[src/rtl/spi_id_pkg.sv]
package spi_id_pkg;
   localparam logic [7:0] OPC_READ_ID   = 8'h9F;
   localparam logic [7:0] OPC_HPM_ENTER = 8'hA3;
   localparam logic [7:0] OPC_WAKE      = 8'hAB;
   localparam logic [7:0] OPC_SLEEP     = 8'hB9;

   typedef enum logic [2:0] {
      CMD_NONE,
      CMD_IDENT,
      CMD_HPM,
      CMD_WAKE,
      CMD_SLEEP,
      CMD_DROP
   } cmd_e;
endpackage

[src/rtl/spi_id_rx.sv]
// Input shifter: counts bits and whole bytes inside one chip-select session.
module spi_id_rx #(
   parameter int BYTE_W = 8,
   parameter int CNT_W  = 3
) (
   input  logic              rst_n,
   input  logic              sclk,
   input  logic              cs_n,
   input  logic              si,
   output logic              byte_done,
   output logic [BYTE_W-1:0] byte_val,
   output logic [CNT_W-1:0]  bytes_seen,
   output logic              aligned,
   output logic              sess_end
);
   localparam int BIT_W = (BYTE_W > 1) ? $clog2(BYTE_W) : 1;
   localparam logic [BIT_W-1:0] LAST_BIT = BIT_W'(BYTE_W - 1);

   logic [BYTE_W-1:0] sh_q;
   logic [BIT_W-1:0]  bit_q;
   logic [CNT_W-1:0]  bytes_q;
   logic              act_q;

   assign byte_val   = {sh_q[BYTE_W-2:0], si};
   assign byte_done  = !cs_n && (bit_q == LAST_BIT);
   assign aligned    = (bit_q == '0);
   assign sess_end   = cs_n && act_q;
   assign bytes_seen = bytes_q;

   always_ff @(posedge sclk or negedge rst_n) begin
      if (!rst_n) begin
         sh_q    <= '0;
         bit_q   <= '0;
         bytes_q <= '0;
         act_q   <= 1'b0;
      end else if (cs_n) begin
         bit_q   <= '0;
         bytes_q <= '0;
         act_q   <= 1'b0;
      end else begin
         act_q <= 1'b1;
         sh_q  <= byte_val;
         if (byte_done) begin
            bit_q <= '0;
            if (!(&bytes_q)) bytes_q <= bytes_q + 1'b1;
         end else begin
            bit_q <= bit_q + 1'b1;
         end
      end
   end
endmodule

[src/rtl/spi_id_ctrl.sv]
// Opcode decode and mode state; flags commit when chip select is seen high.
module spi_id_ctrl
   import spi_id_pkg::*;
#(
   parameter int CNT_W       = 3,
   parameter int DUMMY_BYTES = 3
) (
   input  logic             rst_n,
   input  logic             sclk,
   input  logic             cs_n,
   input  logic             busy,
   input  logic             byte_done,
   input  logic [7:0]       byte_val,
   input  logic [CNT_W-1:0] bytes_seen,
   input  logic             aligned,
   input  logic             sess_end,
   output logic             ident_on,
   output logic             hpm_flag,
   output logic             pwr_down
);
   localparam logic [CNT_W-1:0] HPM_LEN = CNT_W'(DUMMY_BYTES + 1);
   localparam logic [CNT_W-1:0] ONE_LEN = CNT_W'(1);

   cmd_e cmd_q;
   cmd_e cmd_dec;
   logic hpm_q, pd_q;

   always_comb begin
      cmd_dec = CMD_DROP;
      if (pd_q) begin
         if (byte_val == OPC_WAKE) cmd_dec = CMD_WAKE;
      end else begin
         case (byte_val)
            OPC_READ_ID:   cmd_dec = busy ? CMD_DROP : CMD_IDENT;
            OPC_HPM_ENTER: cmd_dec = CMD_HPM;
            OPC_WAKE:      cmd_dec = CMD_WAKE;
            OPC_SLEEP:     cmd_dec = CMD_SLEEP;
            default:       cmd_dec = CMD_DROP;
         endcase
      end
   end

   always_ff @(posedge sclk or negedge rst_n) begin
      if (!rst_n) begin
         cmd_q <= CMD_NONE;
         hpm_q <= 1'b0;
         pd_q  <= 1'b0;
      end else if (cs_n) begin
         cmd_q <= CMD_NONE;
         if (sess_end && aligned) begin
            case (cmd_q)
               CMD_HPM: if (bytes_seen == HPM_LEN) hpm_q <= 1'b1;
               CMD_WAKE: if (bytes_seen == ONE_LEN) begin
                  hpm_q <= 1'b0;
                  pd_q  <= 1'b0;
               end
               CMD_SLEEP: if (bytes_seen == ONE_LEN) begin
                  hpm_q <= 1'b0;
                  pd_q  <= 1'b1;
               end
               default: ;
            endcase
         end
      end else if (byte_done && (bytes_seen == '0)) begin
         cmd_q <= cmd_dec;
      end
   end

   assign ident_on = (cmd_q == CMD_IDENT);
   assign hpm_flag = hpm_q;
   assign pwr_down = pd_q;
endmodule

[src/rtl/spi_id_tx.sv]
// Identifier serializer on the falling SCLK edge, wrapping after the last bit.
module spi_id_tx #(
   parameter int ID_W = 24
) (
   input  logic            rst_n,
   input  logic            sclk,
   input  logic            cs_n,
   input  logic            ident_on,
   input  logic [ID_W-1:0] id_word,
   output logic            so,
   output logic            so_oe
);
   localparam int PTR_W = $clog2(ID_W);
   localparam logic [PTR_W-1:0] TOP = PTR_W'(ID_W - 1);

   logic [PTR_W-1:0] ptr_q;
   logic             so_q, drv_q;

   always_ff @(negedge sclk or negedge rst_n) begin
      if (!rst_n) begin
         ptr_q <= TOP;
         so_q  <= 1'b0;
         drv_q <= 1'b0;
      end else if (ident_on && !cs_n) begin
         drv_q <= 1'b1;
         so_q  <= id_word[ptr_q];
         ptr_q <= (ptr_q == '0) ? TOP : ptr_q - 1'b1;
      end else begin
         drv_q <= 1'b0;
         ptr_q <= TOP;
      end
   end

   assign so_oe = drv_q & ~cs_n;
   assign so    = so_q & so_oe;
endmodule

[src/rtl/spi_id_responder.sv]
module spi_id_responder #(
   parameter int BYTE_W      = 8,
   parameter int ID_BYTES    = 3,
   parameter logic [ID_BYTES*BYTE_W-1:0] ID_VALUE = 24'hC84014,
   parameter int DUMMY_BYTES = 3
) (
   input  logic rst_n,
   input  logic sclk,
   input  logic cs_n,
   input  logic si,
   input  logic busy,
   output logic so,
   output logic so_oe,
   output logic hpm_flag,
   output logic pwr_down
);
   localparam int ID_W  = ID_BYTES * BYTE_W;
   localparam int CNT_W = $clog2(DUMMY_BYTES + 3);

   generate
      if (BYTE_W != 8) begin : g_bad_byte
         $error("spi_id_responder: opcodes are 8 bits wide");
      end
      if (ID_BYTES < 1) begin : g_bad_id
         $error("spi_id_responder: identifier needs at least one byte");
      end
      if (DUMMY_BYTES < 0 || DUMMY_BYTES > 12) begin : g_bad_dummy
         $error("spi_id_responder: dummy byte count out of range");
      end
   endgenerate

   logic [ID_W-1:0]   id_word;
   logic              byte_done, aligned, sess_end, ident_on;
   logic [BYTE_W-1:0] byte_val;
   logic [CNT_W-1:0]  bytes_seen;

   for (genvar g = 0; g < ID_BYTES; g++) begin : g_id
      assign id_word[g*BYTE_W +: BYTE_W] = ID_VALUE[g*BYTE_W +: BYTE_W];
   end

   spi_id_rx #(.BYTE_W(BYTE_W), .CNT_W(CNT_W)) rx_i (
      .rst_n(rst_n), .sclk(sclk), .cs_n(cs_n), .si(si),
      .byte_done(byte_done), .byte_val(byte_val), .bytes_seen(bytes_seen),
      .aligned(aligned), .sess_end(sess_end)
   );

   spi_id_ctrl #(.CNT_W(CNT_W), .DUMMY_BYTES(DUMMY_BYTES)) ctrl_i (
      .rst_n(rst_n), .sclk(sclk), .cs_n(cs_n), .busy(busy),
      .byte_done(byte_done), .byte_val(byte_val), .bytes_seen(bytes_seen),
      .aligned(aligned), .sess_end(sess_end),
      .ident_on(ident_on), .hpm_flag(hpm_flag), .pwr_down(pwr_down)
   );

   spi_id_tx #(.ID_W(ID_W)) tx_i (
      .rst_n(rst_n), .sclk(sclk), .cs_n(cs_n), .ident_on(ident_on),
      .id_word(id_word), .so(so), .so_oe(so_oe)
   );
endmodule

[config.mk]
export PLATFORM = sky130hd
export DESIGN_NAME = spi_id_responder
export DESIGN_NICKNAME = d
export VERILOG_FILES = /design/src/rtl/spi_id_pkg.sv /design/src/rtl/spi_id_rx.sv /design/src/rtl/spi_id_ctrl.sv /design/src/rtl/spi_id_tx.sv /design/src/rtl/spi_id_responder.sv
export SDC_FILE = /design/constraint.sdc
export NUM_CORES = 1
export LEC_CHECK = 0
export ABC_AREA = 1
export BUFFER_PORTS_ARGS = -buffer_cell sky130_fd_sc_hd__buf_2
export CAP_MARGIN = 0
export CORE_MARGIN = 10
export CORE_UTILIZATION = 35
export DETAILED_ROUTE_END_ITERATION = 7
export HOLD_SLACK_MARGIN = 0.12
export SLEW_MARGIN = 40
export SYNTH_ARGS = -nofsm -noshare
export SYNTH_HDL_FRONTEND = slang
export SYNTH_SLANG_ARGS = --single-unit
[constraint.sdc]
create_clock -name sclk -period 2.08 [get_ports sclk]
set_clock_uncertainty 0.05 [all_clocks]
set_input_delay 0.208 -clock sclk [delete_from_list [all_inputs] [get_ports sclk]]
set_output_delay 0.208 -clock sclk [all_outputs]
set_load 0.005 [all_outputs]
==> impl_metrics.py, run 1 <==
metrics = {
    "flow_run": {
        "drv_cap": 0,
    },
    "grt": {
        "overflow": 0,
        "antenna_found_initial": 0,
        "grt_util_all_layers": 0.0735,
        "grt_pass1_vias": 1054,
        "grt_start_max_net_pins": 16,
        "grt_pass1_wl_um": 4440,
    },
    "route": {
        "drt-total-wl_um": 2560,
        "num_vias": 1094,
        "post_drt_via_cell_ratio": 4.52,
        "drt_iter0_drc": 38,
        "drc": 0,
        "postRouteAntennaNets": 0,
        "avgRoutedWirePerCell_um": 10.6,
        "dr.pass1.iters": 4,
    },
    "setup_path": {
        "cp_max_fo": 2,
        "cp-startpoint": "tx_i.so_q",
        "reg2reg_from": "ctrl_i.cmd_q[0]",
        "cp-end-kind": "output port",
        "cp-start-kind": "flip-flop",
        "path_class": "reg -> out",
        "worstPathArrival_ps": 1990,
        "crit_required_ps": 1820,
    },
    "clock_network": {
        "cts-root-buf": "clkbuf_8",
        "cts_max_level": 1,
        "clockBufferDepth": 2,
        "clock_latency_ps": 340,
        "clk_pin_slew_ps": 90,
        "numCtsBuffers": 3,
        "cts_tree": "yes",
        "clock_sinks": 26,
    },
    "yosys": {
        "syn_area_per_cell_um2": 8.12,
        "synthesis.area_um2": 1390,
        "synth_cells": 171,
        "ys_ff_latch": 26,
        "synth_top_area_frac": 0.342,
        "syn-num-nets": 186,
        "yosysWarnings": 0,
        "yosysTopAreaCell": "dfrtp_1",
        "ys_seq_area_frac": 0.472,
        "yosysUniqueCellTypes": 25,
        "synth_area_leaders": "dfrtp_1 (34%), nand2_1 (11%), ha_1 (9.0%)",
    },
    "sta": {
        "rsz0062_at_grt": "yes",
        "fin_ws_ps": -169,
        "setup_violations": 2,
        "slew_headroom": 0.771,
        "hold_viol_final": 0,
        "report.final.slew_viol_count": 0,
        "worst_pin_slew_ps": 341,
    },
    "power": {
        "vdd_drop_max_uv": 241,
        "p_leak_nw": 0.865,
        "switching_share": 0.283,
        "seq_power_share": 0.552,
        "pwr_density_cell_nw_per_um2": 630,
        "clkPwrFrac": 0.332,
        "combPwrFrac": 0.115,
        "p_int_mw": 0.731,
        "p_switching_mw": 0.289,
    },
    "placed_design": {
        "port-buffer-count": 8,
        "dpl.cell_count": 232,
        "gp_congestion": 0.777,
        "dp_hpwl_um": 2000,
        "place_ws_ps": -51.4,
    },
    "floorplanning": {
        "fp.dieW_um": 83.0,
        "start_util": 0.371,
        "fp-row-count": 22,
        "dieHeight_um": 83.0,
        "io_pins": 9,
        "core_um2": 3740,
        "dieArea_um2": 6890,
    },
    "final_layout": {
        "nets": 210,
        "fin_cells": 242,
        "syn_to_final_growth_pct": 16.6,
        "drive_gt1_frac": 0.206,
        "fillers": 390,
        "diodes": 0,
    },
    "worst_hold_path": {
        "hp-class": "in -> reg",
        "hp-start": "si",
    },
    "outcome": {
        "status": "finished with violations",
        "violations": "setup timing",
    },
}
-- per-layer routing --
metal  track usage  vias up  wire length [um]
met5             0        -                 0
met1        0.0915      499              1310
met3       0.00586        6                42
met4        0.0415        0                62
li1              -      576                 -
met2         0.121       13              1140
-- timing repair --
action | in CTS | in global routing
pin swaps | 1 | 1
endpoints found under the hold margin | 19 | 0
resized for setup | 1 | 2
setup endpoints to repair | 4 | 6
hold buffers | 1 | 0
buffers inserted | 0 | 2
-- power groups by stage --
| stage | Sequential, mW | Clock (mW) | Combinational, mW |
|---|---|---|---|
| 6_report | 0.564 | 0.339 | 0.118 |
| 5_1_grt | 0.570 | 0.371 | 0.138 |
| 4_1_cts | 0.565 | 0.346 | 0.117 |
| 3_5_place_dp | 0.574 | 0.0150 | 0.115 |
| 3_3_place_gp | 0.573 | 0.0150 | 0.113 |
| 2_1_floorplan | 0.568 | 0.0150 | 0.0782 |
-- final cells by class --
cell class / instances / area [um2] / area share
sequential: 26 / 656 / 0.405
inverter: 32 / 120 / 0.0742
clock inverter: 5 / 21.3 / 0.0131
clock buffer: 3 / 41.3 / 0.0255
multi-input combinational: 110 / 603 / 0.372
timing repair buffer: 18 / 118 / 0.0726
tap: 48 / 60.1 / 0.0371
-- cells in the final DEF (no fill, tap or decap), types with 2 or more instances in the layout --
cell       n
dfrtp_1   19
ha_1      10
nor2_2     2
o22ai_1    2
inv_2      5
buf_4      9
dfrtn_1    3
inv_1     30
o21ai_0   14
nand2_1   38
a21oi_1    6
o21ai_1    2
buf_2      8
nor2_1    12
dfstp_2    4
nand3_1   12
nand2_2    5
clkbuf_8   3
-- cells in the mapped netlist (all sizes together) --
cell type and n:
nor2 15, and3 1, dfstp 4, or2 1, clkinv 1, inv 32
ha 10, nor3b 1, o21ai 16, nand2 43, clkbuf 1, a21oi 6
o22ai 2, xor2 1, nand3 12, dfrtn 3, buf 1, dfrtp 19
nand4 2
-- critical path: stages (launching register included) --
cell and delay, ps:
dfrtn_1 410, and3_1 150, buf_2 110
-- cell families after synthesis --
| kind of cell | count (synthesis) | share of synthesized area |
|---|---|---|
| simple gates | 75 | 0.246 |
| compound gates | 24 | 0.0883 |
| xor+xnor | 1 | 0.00631 |
| fa+ha+maj | 10 | 0.0901 |
| flops | 26 | 0.472 |
| buf+inv | 35 | 0.0973 |
-- per-stage QoR --
step                 util  cell area (um2)  TNS (ps)  hold WS (ps)  total power [mW]
floorplan               -             1390         0          -138             0.661
global placement    0.409             1530     -49.5          57.7             0.701
detailed placement  0.409             1530      -100          61.4             0.704
CTS                 0.427             1600      -331           149              1.03
global route        0.432             1620      -467           169              1.08
finish              0.432             1620      -298           152              1.02
-- worst paths after layout --
kind,endpoint,slack (ps),cells past startpoint
worst max-delay path,so,-170,2
worst min-delay path,rx_i.sh_q[0],150,3
worst max register to register,tx_i.so_q,40,6
worst min register to register,tx_i.ptr_q[0],420,1
max in group asynchronous,tx_i.so_q,350,3
min in group asynchronous,rx_i.sh_q[0],290,2
-- sequential cells by signal (all words and copies together), names as in the netlist --
signal	cells
tx_i.so_q	1
rx_i.bytes_seen	3
ctrl_i.hpm_flag	1
rx_i.act_q	1
tx_i.ptr_q	5
ctrl_i.pwr_down	1
tx_i.drv_q	1
rx_i.bit_q	3
ctrl_i.cmd_q	3
rx_i.sh_q	7
Note: power is estimated with default switching activity, not from simulation.
==> run 2: changes to the inputs <==
--- a/config.mk
+++ b/config.mk
@@ -12,6 +12,7 @@
 export CORE_UTILIZATION = 35
 export DETAILED_ROUTE_END_ITERATION = 7
 export HOLD_SLACK_MARGIN = 0.12
+export REMOVE_ABC_BUFFERS = 1
 export SLEW_MARGIN = 40
 export SYNTH_ARGS = -nofsm -noshare
 export SYNTH_HDL_FRONTEND = slang
==> run 2 against run 1 <==
The run still ends with setup timing left. Combinational power hardly changed. Cell count is 0.41% lower. Hold slack worse by 0.62 ps. Clock power is 1% lower. Flip-flop and latch count stayed put. Power hardly changed. Via count is 3.5% lower. Worst setup slack worse by 10 ps. First-iteration DRC count is 24% higher. Sequential power hardly changed. Die area stayed put. Register-to-register slack hardly changed.
==> impl_metrics.py, run 2 (synthesis results as in run 1) <==
metrics = {
    "final_layout": {
        "drive_gt1_frac": 0.218,
        "largest_register": "rx_i.sh_q",
        "syn_to_final_growth_pct": 17.7,
        "final_cell_mix": "nand2_1 (39), inv_1 (29), dfrtp_1 (19), o21ai_0 (14), nand3_1 (11)",
        "diodes": 0,
        "largest_registers": "rx_i.sh_q (7), tx_i.ptr_q (5)",
        "largest_reg_flops": 7,
        "layout_commonest_cell": "nand2_1",
        "nets": 209,
    },
    "sta": {
        "setup_violations": 2,
        "setup_tns_ps": -324,
        "rsz0062_at_grt": "yes",
        "fin_ws_ps": -179,
        "report.final.slew_viol_count": 0,
        "worst_pin_slew_ps": 383,
        "hold_viol_final": 0,
        "slew_headroom": 0.745,
    },
    "setup_path": {
        "worstPathArrival_ps": 2000,
        "crit_required_ps": 1820,
        "cp-end-kind": "output port",
        "reg2reg_from": "ctrl_i.cmd_q[2]",
        "path_class": "reg -> out",
        "rrSetupSlack_ps": 50,
        "cp-start-kind": "flip-flop",
        "cp_max_fo": 2,
        "crit_path_end": "so",
        "ff2ff_path_depth": 4,
        "cp-startpoint": "tx_i.so_q",
        "timing.rr.end": "tx_i.so_q",
    },
    "placed_design": {
        "gp_congestion": 0.749,
        "port-buffer-count": 8,
        "dp_hpwl_um": 1960,
        "place_ws_ps": -62.4,
    },
    "power": {
        "vdd_drop_max_uv": 293,
        "p_leak_nw": 0.861,
        "pwr_density_cell_nw_per_um2": 624,
    },
    "floorplanning": {
        "fp.dieW_um": 83.0,
        "fp-row-count": 22,
        "dieArea_um2": 6890,
        "core_um2": 3740,
        "start_util": 0.371,
        "dieHeight_um": 83.0,
        "io_pins": 9,
    },
    "clock_network": {
        "numCtsBuffers": 3,
        "clock_latency_ps": 350,
        "clockBufferDepth": 2,
        "cts_max_level": 1,
        "clk_pin_slew_ps": 100,
        "clock_sinks": 26,
        "cts_tree": "yes",
        "cts-root-buf": "clkbuf_8",
    },
    "grt": {
        "antenna_found_initial": 0,
        "grt_pass1_wl_um": 4690,
        "overflow": 0,
        "grt_start_max_net_pins": 18,
        "grt_util_all_layers": 0.0785,
        "grt_pass1_vias": 1049,
    },
    "route": {
        "drt-total-wl_um": 2600,
        "drt_iter0_drc": 47,
        "dr.pass1.iters": 4,
        "drc": 0,
        "num_vias": 1056,
        "postRouteAntennaNets": 0,
        "avgRoutedWirePerCell_um": 10.8,
        "post_drt_via_cell_ratio": 4.38,
    },
    "worst_hold_path": {
        "whs_path_depth": 3,
        "hp-class": "in -> reg",
    },
    "outcome": {
        "violations": "setup timing",
        "status": "finished with violations",
    },
    "flow_run": {
        "drv_cap": 0,
    },
}
==> run 2: repair_timing <==
action | 4_1_cts | 5_1_grt
endpoints found under the hold margin | 9 | 0
pin swaps | 0 | 2
buffers inserted | 1 | 1
endpoints found under the setup margin | 4 | 6
hold buffers | 1 | 0
resized for setup | 1 | 8
==> run 2: final cells by class <==
| class | count | area, um2 |
|---|---|---|
| clock buffer | 3 | 41.3 |
| clock inverter | 5 | 21.3 |
| inverter | 32 | 123 |
| tap | 48 | 60.1 |
| fill | 388 | 2110 |
| timing repair buffer | 17 | 110 |
| sequential | 26 | 656 |
| multi-input combinational | 110 | 623 |
==> run 2: how the worst min path moves through the flow <==
stage	startpoint	to	slack [ps]
6_report	si	rx_i.sh_q[0]	150
5_1_grt	si	rx_i.sh_q[0]	140
4_1_cts	si	rx_i.sh_q[0]	140
3_5_place_dp	rst_n	ctrl_i.cmd_q[1]	100
3_3_place_gp	rst_n	ctrl_i.cmd_q[1]	100
2_1_floorplan	rst_n	ctrl_i.cmd_q[0]	-140
==> run 2: power by group <==
| part | total [mW] | switching [mW] | internal (mW) |
|---|---|---|---|
| combinational | 0.121 | 0.0746 | 0.0464 |
| clock | 0.334 | 0.187 | 0.147 |
| sequential | 0.565 | 0.0253 | 0.539 |
| total | 1.02 | 0.287 | 0.733 |
==> run 2: metal layers <==
layer,vias up,routed length (um),track usage
met1,467,1380,0.107
met5,-,0,0
met4,0,47,0.0323
met2,10,1090,0.114
met3,4,73,0.0195
li1,575,-,-
==> run 2: worst max-delay path, cell delays in order (launching register included) <==
cell and delay [ps]:
dfrtn_1 410, and3_1 160, buf_2 110
==> run 2: metrics by stage <==
| step | cell area (um2) | util | total power, mW | hold slack [ps] | cells |
|---|---|---|---|---|---|
| 3_5_place_dp | 1520 | 0.407 | 0.702 | 104 | 231 |
| 6_report | 1630 | 0.436 | 1.02 | 151 | 241 |
| 3_3_place_gp | 1520 | 0.407 | 0.699 | 99.6 | 231 |
| 4_1_cts | 1600 | 0.427 | 1.03 | 143 | 240 |
| 5_1_grt | 1630 | 0.436 | 1.10 | 140 | 241 |
| 2_1_floorplan | 1380 | - | 0.657 | -138 | 169 |
==> run 3: changes to the inputs <==
==> constraint.sdc (replaced) <==
create_clock -name sclk -period 2.2 [get_ports sclk]
set_clock_uncertainty 0.05 [all_clocks]
set_input_delay 0.22 -clock sclk [delete_from_list [all_inputs] [get_ports sclk]]
set_output_delay 0.22 -clock sclk [all_outputs]
set_load 0.005 [all_outputs]
==> run 3 against run 2 <==
The flow still finishes with violations (setup timing). Sequential power shrank 5.5%. Via count shrank 0.76%. Power shrank 7.2%. Clock-buffer cell count grew 1. Hold slack gained 35 ps. Worst setup slack gained 77 ps. Highest routed layer unchanged.
==> impl_metrics.py, run 3 (synthesis results as in run 1) <==
metrics = {
    "floorplanning": {
        "io_pins": 9,
        "dieHeight_um": 83.0,
        "fp.dieW_um": 83.0,
        "fp-row-count": 22,
        "dieArea_um2": 6890,
        "start_util": 0.371,
        "core_um2": 3740,
    },
    "setup_path": {
        "cpMaxStageDelayCell": "dfrtn_1",
        "critical-path-top-delay-family": "flip-flops",
        "cp-end-kind": "output port",
        "critical-path-max-stage-delay_ps": 400,
        "cp-startpoint": "tx_i.so_q",
        "cp_max_fo": 2,
        "reg2reg_from": "ctrl_i.cmd_q[2]",
        "worstPathArrival_ps": 2030,
        "cp_num_buf_inv": 1,
        "path_class": "reg -> out",
        "path_cells": "and3_1, buf_2",
        "crit_required_ps": 1930,
        "cp-start-kind": "flip-flop",
    },
    "grt": {
        "grt_start_max_net_pins": 16,
        "overflow": 0,
        "grt_pass1_wl_um": 4530,
        "grt_pass1_vias": 1075,
        "antenna_found_initial": 0,
        "grt_util_all_layers": 0.0748,
    },
    "final_layout": {
        "diodes": 0,
        "nets": 207,
        "fillers": 403,
        "final_util": 0.425,
        "largest_register": "rx_i.sh_q",
        "largest_registers": "rx_i.sh_q (7), tx_i.ptr_q (5)",
        "syn_to_final_growth_pct": 14.6,
        "layout_commonest_cell": "nand2_1",
        "drive_gt1_frac": 0.188,
        "final_cell_mix": "nand2_1 (39), inv_1 (29), dfrtp_1 (19), o21ai_0 (14)",
        "largest_reg_flops": 7,
    },
    "clock_network": {
        "cts_max_level": 1,
        "clk_pin_slew_ps": 90,
        "cts-root-buf": "clkbuf_8",
        "clock_sinks": 26,
        "numCtsBuffers": 3,
        "clock_latency_ps": 330,
        "cts_tree": "yes",
        "clockBufferDepth": 2,
    },
    "route": {
        "num_vias": 1048,
        "drt_iter0_drc": 88,
        "drt-total-wl_um": 2510,
        "drc": 0,
        "post_drt_via_cell_ratio": 4.38,
        "dr.pass1.iters": 4,
        "postRouteAntennaNets": 0,
        "avgRoutedWirePerCell_um": 10.5,
    },
    "placed_design": {
        "place_ws_ps": 11.7,
        "port-buffer-count": 8,
        "gp_congestion": 0.738,
        "dp_hpwl_um": 1970,
    },
    "sta": {
        "setup_violations": 2,
        "worst_pin_slew_ps": 343,
        "fin_ws_ps": -102,
        "rsz0062_at_grt": "yes",
        "slew_headroom": 0.770,
        "hold_viol_final": 0,
        "report.final.slew_viol_count": 0,
    },
    "outcome": {
        "status": "finished with violations",
        "violations": "setup timing",
    },
    "worst_hold_path": {
        "hp-class": "in -> reg",
        "hp-start": "si",
    },
    "power": {
        "pwr_density_cell_nw_per_um2": 595,
        "total_power_mw": 0.946,
        "p_leak_nw": 0.847,
        "vdd_drop_max_uv": 262,
    },
    "flow_run": {
        "drv_cap": 0,
    },
}
## run 3: what timing repair did
| action | in CTS | in global routing |
|---|---|---|
| pin swaps | 0 | 1 |
| hold buffers | 1 | 0 |
| resized for setup | 0 | 3 |
| buffers inserted | 1 | 0 |
| endpoints found under the setup margin | 2 | 6 |
| hold endpoints to repair | 7 | 0 |
## run 3: power by group
part	internal [mW]	leakage [nW]	switching, mW
clock network	0.139	0.0441	0.163
logic	0.0411	0.479	0.0689
registers	0.510	0.324	0.0242
total	0.690	0.847	0.256
## run 3: final timing paths
kind | end | slack [ps] | cells past startpoint
worst max-delay path | so | -100 | 2
max in group asynchronous | tx_i.ptr_q[2] | 420 | 2
min in group asynchronous | ctrl_i.cmd_q[2] | 330 | 2
worst max register to register | tx_i.so_q | 90 | 4
worst min-delay path | rx_i.sh_q[0] | 190 | 3
worst min register to register | tx_i.ptr_q[0] | 410 | 1
## run 3: worst min-delay path: stages
cell     delay, ps
buf_2          110
inv_1           70
o21ai_0         70
## run 3: layout make-up
class / count / area, um2 / share of cell area
Clock buffer: 4 / 45.0 / 0.0283
Clock inverter: 4 / 15.0 / 0.00943
Inverter: 32 / 120 / 0.0755
Multi-Input combinational cell: 110 / 601 / 0.377
Sequential cell: 26 / 656 / 0.412
Tap cell: 48 / 60.1 / 0.0377
Timing Repair Buffer: 15 / 95.1 / 0.0597
## run 3: per-stage QoR
stage,instances,hold WS (ps),area (um2),setup TNS (ps)
CTS,239,186,1590,-207
finish,239,187,1590,-174
detailed placement,230,96.0,1520,0
global route,239,189,1590,-326
floorplan,169,-126,1380,0
global placement,230,98.2,1520,0
## run 3: routing by layer
| metal | share of wire | vias up | wire length, um | global-route usage |
|---|---|---|---|---|
| met4 | 0.0084 | 0 | 21 | 0.0292 |
| met2 | 0.45 | 13 | 1130 | 0.119 |
| li1 | - | 570 | - | - |
| met1 | 0.51 | 463 | 1290 | 0.0960 |
| met5 | 0 | - | 0 | 0 |
| met3 | 0.026 | 2 | 66 | 0.0156 |
